$ cat src/rtl/strobe_div1000.sv
module strobe_div1000 #(
  parameter int DIGITS  = 3,
  parameter int DIGIT_W = 4,
  parameter int RADIX   = 10,
  localparam int CW     = DIGITS * DIGIT_W
) (
  input  logic          clk,
  input  logic          rst,
  input  logic          en,
  output logic          strobe,
  output logic [CW-1:0] count_bcd
);

  logic [DIGITS-1:0] carry;
  logic [DIGITS-1:0] at_top;
  logic [DIGITS-1:0] at_zero;

  assign carry[0] = en;

  for (genvar i = 0; i < DIGITS; i++) begin : g_digit
    logic [DIGIT_W-1:0] d;

    assign at_top[i]  = (d == DIGIT_W'(RADIX - 1));
    assign at_zero[i] = (d == '0);

    if (i < DIGITS - 1) begin : g_carry
      assign carry[i+1] = carry[i] & at_top[i];
    end

    always_ff @(posedge clk) begin
      if (rst)
        d <= '0;
      else if (carry[i])
        d <= at_top[i] ? '0 : d + DIGIT_W'(1);
    end

    assign count_bcd[i*DIGIT_W +: DIGIT_W] = d;
  end

  always_ff @(posedge clk) begin
    if (rst)
      strobe <= 1'b0;
    else
      strobe <= en & (&at_zero);
  end

endmodule

$ cat config.mk
export PLATFORM = sky130hd
export DESIGN_NAME = strobe_div1000
export DESIGN_NICKNAME = d
export VERILOG_FILES = /design/src/rtl/strobe_div1000.sv
export SDC_FILE = /design/constraint.sdc
export NUM_CORES = 1
export LEC_CHECK = 0
export BUFFER_PORTS_ARGS = -buffer_cell sky130_fd_sc_hd__buf_2
export CAP_MARGIN = 20
export CORE_UTILIZATION = 55
export CTS_BUF_LIST = sky130_fd_sc_hd__clkbuf_8
export CTS_CLUSTER_SIZE = 12
export DETAILED_ROUTE_END_ITERATION = 6
export PLACE_DENSITY = 0.78
export SLEW_MARGIN = 5
export SYNTH_ARGS = -nofsm -noshare
export SYNTH_HDL_FRONTEND = slang
export SYNTH_SLANG_ARGS = --single-unit
$ cat constraint.sdc
create_clock -name clk -period 1.81 [get_ports clk]
set_clock_uncertainty 0.05 [all_clocks]
set_input_delay 0.2715 -clock clk [delete_from_list [all_inputs] [get_ports clk]]
set_output_delay 0.2715 -clock clk [all_outputs]
set_load 0.01 [all_outputs]
# Word level (Yosys, flattened, before mapping)
# Cells that the tools add are included.
# W data, S select, Z words.
# word_totals
elab_cells	20
reg_bits	13
# op_classes
muxes	3
reduce_logical	4
bitwise_logic	3
n_eq_ne	3
n_addsub	3
# ops
cell	n
$add A4 B1 Y4 const B	3
$eq A4 B4 Y1 const B	3
$logic_not A4 Y1	3
$mux W4	3
$and A1 B1 Y1	3
$reduce_and A3 Y1	1

# Depth between registers and ports, before layout
# depth
depth_word	3
mapped_depth	5

# Worst setup path before layout
# Ideal clock, no wire load.
# synth_timing
path_kind	register to register
from	register g_digit[1].d[3]
to	register g_digit[2].d[2]
synth_period_minus_slack_ns	1.545
n_path_buf	0
stages_incl_launch_ff	4
setup_slack_ns	0.265
t_arrival_ns	1.371
t_required_ns	1.637
path_cell_list	dfxtp_1 or3b_4 nor4_2 mux2_1
# synth_between
elab_chain_cells	2
# synth_rtl
element	line	text
from (decl)	21	logic [DIGIT_W-1:0] d;
from (signal assigned)	34	d <= at_top[i] ? '0 : d + DIGIT_W'(1);
$eq A4 B4 Y1	23	assign at_top[i] = (d == DIGIT_W'(RADIX - 1));
$and A1 B1 Y1	27	assign carry[i+1] = carry[i] & at_top[i];
to (signal assigned)	34	
to (decl)	21	
# Every way passes these cells.
# A chain may end at the register's enable or synchronous reset.

# Final worst setup path
# layout_timing
from	register g_digit[1].d[1]
to	register g_digit[2].d[2]
# The elaborated chain is that of the path after synthesis.

==> impl_metrics.ini <==
[global_routing]
grtUsageMet3_pct = 10.4
antenna_found_initial = 0
grt_use_met2_pct = 38.3
grt_pass1_vias = 548
grt_max_degree = 19
grt_pass1_wl_mm = 2.48
grt-busiest-layer = met2
grtUsageMet1_pct = 31.1
grt_usage_pct = 25.2
grt_overflow = 0

[pwr]
switchingPower_mw = 0.143
switching_share_pct = 23.7
powerDensity_mw_per_mm2 = 706
peakVddDrop_v = 0.000551
p_seq_share_pct = 50.2
combPwrFrac_pct = 7.1
p_int_mw = 0.460
clockPowerShare_pct = 42.8
p_leak_nw = 0.387

[hold_path]
hp-class = primary input to flip-flop

[synthesis]
syn_area_um2 = 751
syn_avg_cell_area_um2 = 9.16
ys_seq_area_share_pct = 34.7
yosysWarningCount = 0
syn_nets = 85
syn_inst = 82
synth_cell_types = 33
synth-seq-cells = 13

[final_layout]
nets = 102
final_cell_mix = buf_2 (15), dfxtp_1 (13), nor2_1 (9)
register_area_um2 = 260
multi_input_area_um2 = 449
fillers = 108
stdcell_area_um2 = 855
area_growth_syn_to_layout_pct = 13.8
layout-drive-gt1-share_pct = 26.5
diodes = 0
final_common_cell = buf_2

[route]
drt_pass1_iterations = 4
wl_per_cell_um = 13.6
via_per_inst = 5.82
dr.first_iter.drc_count = 6
ant_nets = 0
drc = 0
finalWirelength_mm = 1.52
num_vias = 652

[worst_setup_path]
required_ns = 1.89
crit_fanout = 9
critPathKind = flip-flop to flip-flop
startpoint_type = flip-flop
critPathCaptureType = flip-flop
arrival_ns = 1.66

[floorplanning]
dieArea_mm2 = 0.00152
dieWidth_um = 38.9
rows = 12
die_y_um = 38.9
io_pins = 16
core_mm2 = 0.00119
start_util_pct = 63.3

[clock_network]
ctsHoldBuffers = 0
htree_levels = 1
clock_sinks = 13
postCtsSetupRepairBufs = 0
cts_buffers = 3
clock_latency_ns = 0.25
postCtsResizedCells = 0
cts_root_buffer = clkbuf_8
clkTransAtPathRegs_ns = 0.06
cts_tree = built
clock_path_buffers = 2

[flow_run]
max-cap-violations = 0

[placement]
gp_congestion = 0.758
hpwl_mm = 1.00
io_buffers = 15
placed_area_um2 = 810

[timing]
setup_viol = 0
timing.fmax_mhz = 633
tightest_slew_ns = 0.375
fin_setup_tns_ns = 0
grt_setup_unrepaired = false
period_share_pct = 87.3
slew_violations = 0
period_needed_ns = 1.58
hold_viol = 0
slew_headroom_pct = 74.7

[outcome]
status = finished clean
[cells by family (layout without fill, tap and decap cells)]
kind of cell / after synthesis / after routing / share of synthesized area [%]
xor+xnor: 2 / 2 / 2.33
flops: 13 / 13 / 34.7
mux: 4 / 4 / 5.83
buf+inv: 5 / 21 / 5.50
compound gates: 16 / 16 / 13.3
simple gates: 42 / 42 / 38.3
[through the flow]
step | util, % | hold WS (ns) | std cells | power [mW] | setup slack, ns
3_5_place_dp | 68.2 | 0.472 | 108 | 0.351 | 0.256
6_report | 72.0 | 0.318 | 112 | 0.603 | 0.229
4_1_cts | 72.0 | 0.317 | 112 | 0.603 | 0.233
3_3_place_gp | 68.2 | 0.463 | 108 | 0.350 | 0.286
2_1_floorplan | - | 0.369 | 82 | 0.343 | 0.265
5_1_grt | 72.0 | 0.331 | 112 | 0.622 | 0.175
[sequential cells by signal, summed over array words and instances (netlist names)]
name,count
g_digit.d,12
strobe,1
[power groups by stage]
stage          Clock (mW)  Sequential [mW]  Combinational [mW]
3_5_place_dp            0            0.309              0.0422
4_1_cts             0.258            0.303              0.0428
5_1_grt             0.271            0.304              0.0475
3_3_place_gp            0            0.309              0.0414
6_report            0.258            0.303              0.0425
2_1_floorplan           0            0.310              0.0334
[layout make-up]
cell class,count,share of cell area (%)
tap,14,2.05
multi-input combinational,64,52.6
sequential,13,30.5
timing repair buffer,15,8.78
clock inverter,1,0.439
inverter,2,0.878
clock buffer,3,4.83
[path summary, 6_finish.rpt]
kind                            slack [ns]  cells past startpoint              end       startpoint
worst max-delay path                  0.23                      3  g_digit[2].d[2]  g_digit[1].d[1]
worst min-delay path                  0.32                      3  g_digit[0].d[0]               en
worst max register to register        0.23                      3  g_digit[2].d[2]  g_digit[1].d[1]
worst min register to register        0.47                      2  g_digit[1].d[3]  g_digit[1].d[3]
[routing by layer]
layer	up-vias	share of wire, %
met1	304	48
li1	333	-
met3	4	3.5
met5	-	0
met2	11	47
met4	0	1.5
[synthesized netlist by cell type, drive strengths merged]
cell type,number,area share [%]
dfxtp,13,35
inv,2,1.0
xor2,1,1.2
a311oi,1,1.2
a32oi,1,1.2
mux2i,1,1.3
o22a,1,1.2
nand2b,4,3.3
and4b,2,2.7
or4,2,2.0
nor4,3,3.3
nor2,9,4.5
a21oi,4,2.7
mux2,3,4.5
nand4b,1,3.2
and4,1,1.2
o31a,1,1.2
o31ai,2,2.0
nor2b,6,5.0
or3b,1,1.5
nor3,1,1.3
or3,1,0.83
nand2,4,2.0
nor4b,1,1.2
and4bb,1,1.7
nand3,2,1.3
and2b,3,3.3
buf,3,4.5
o21ai,6,4.0
xnor2,1,1.2
[worst max-delay path: stages (launching register included)]
cell and delay (ns):
dfxtp_1 0.38, or3b_4 0.45, nor4_2 0.24, mux2_1 0.35
Power figures use the tool's default switching activity.
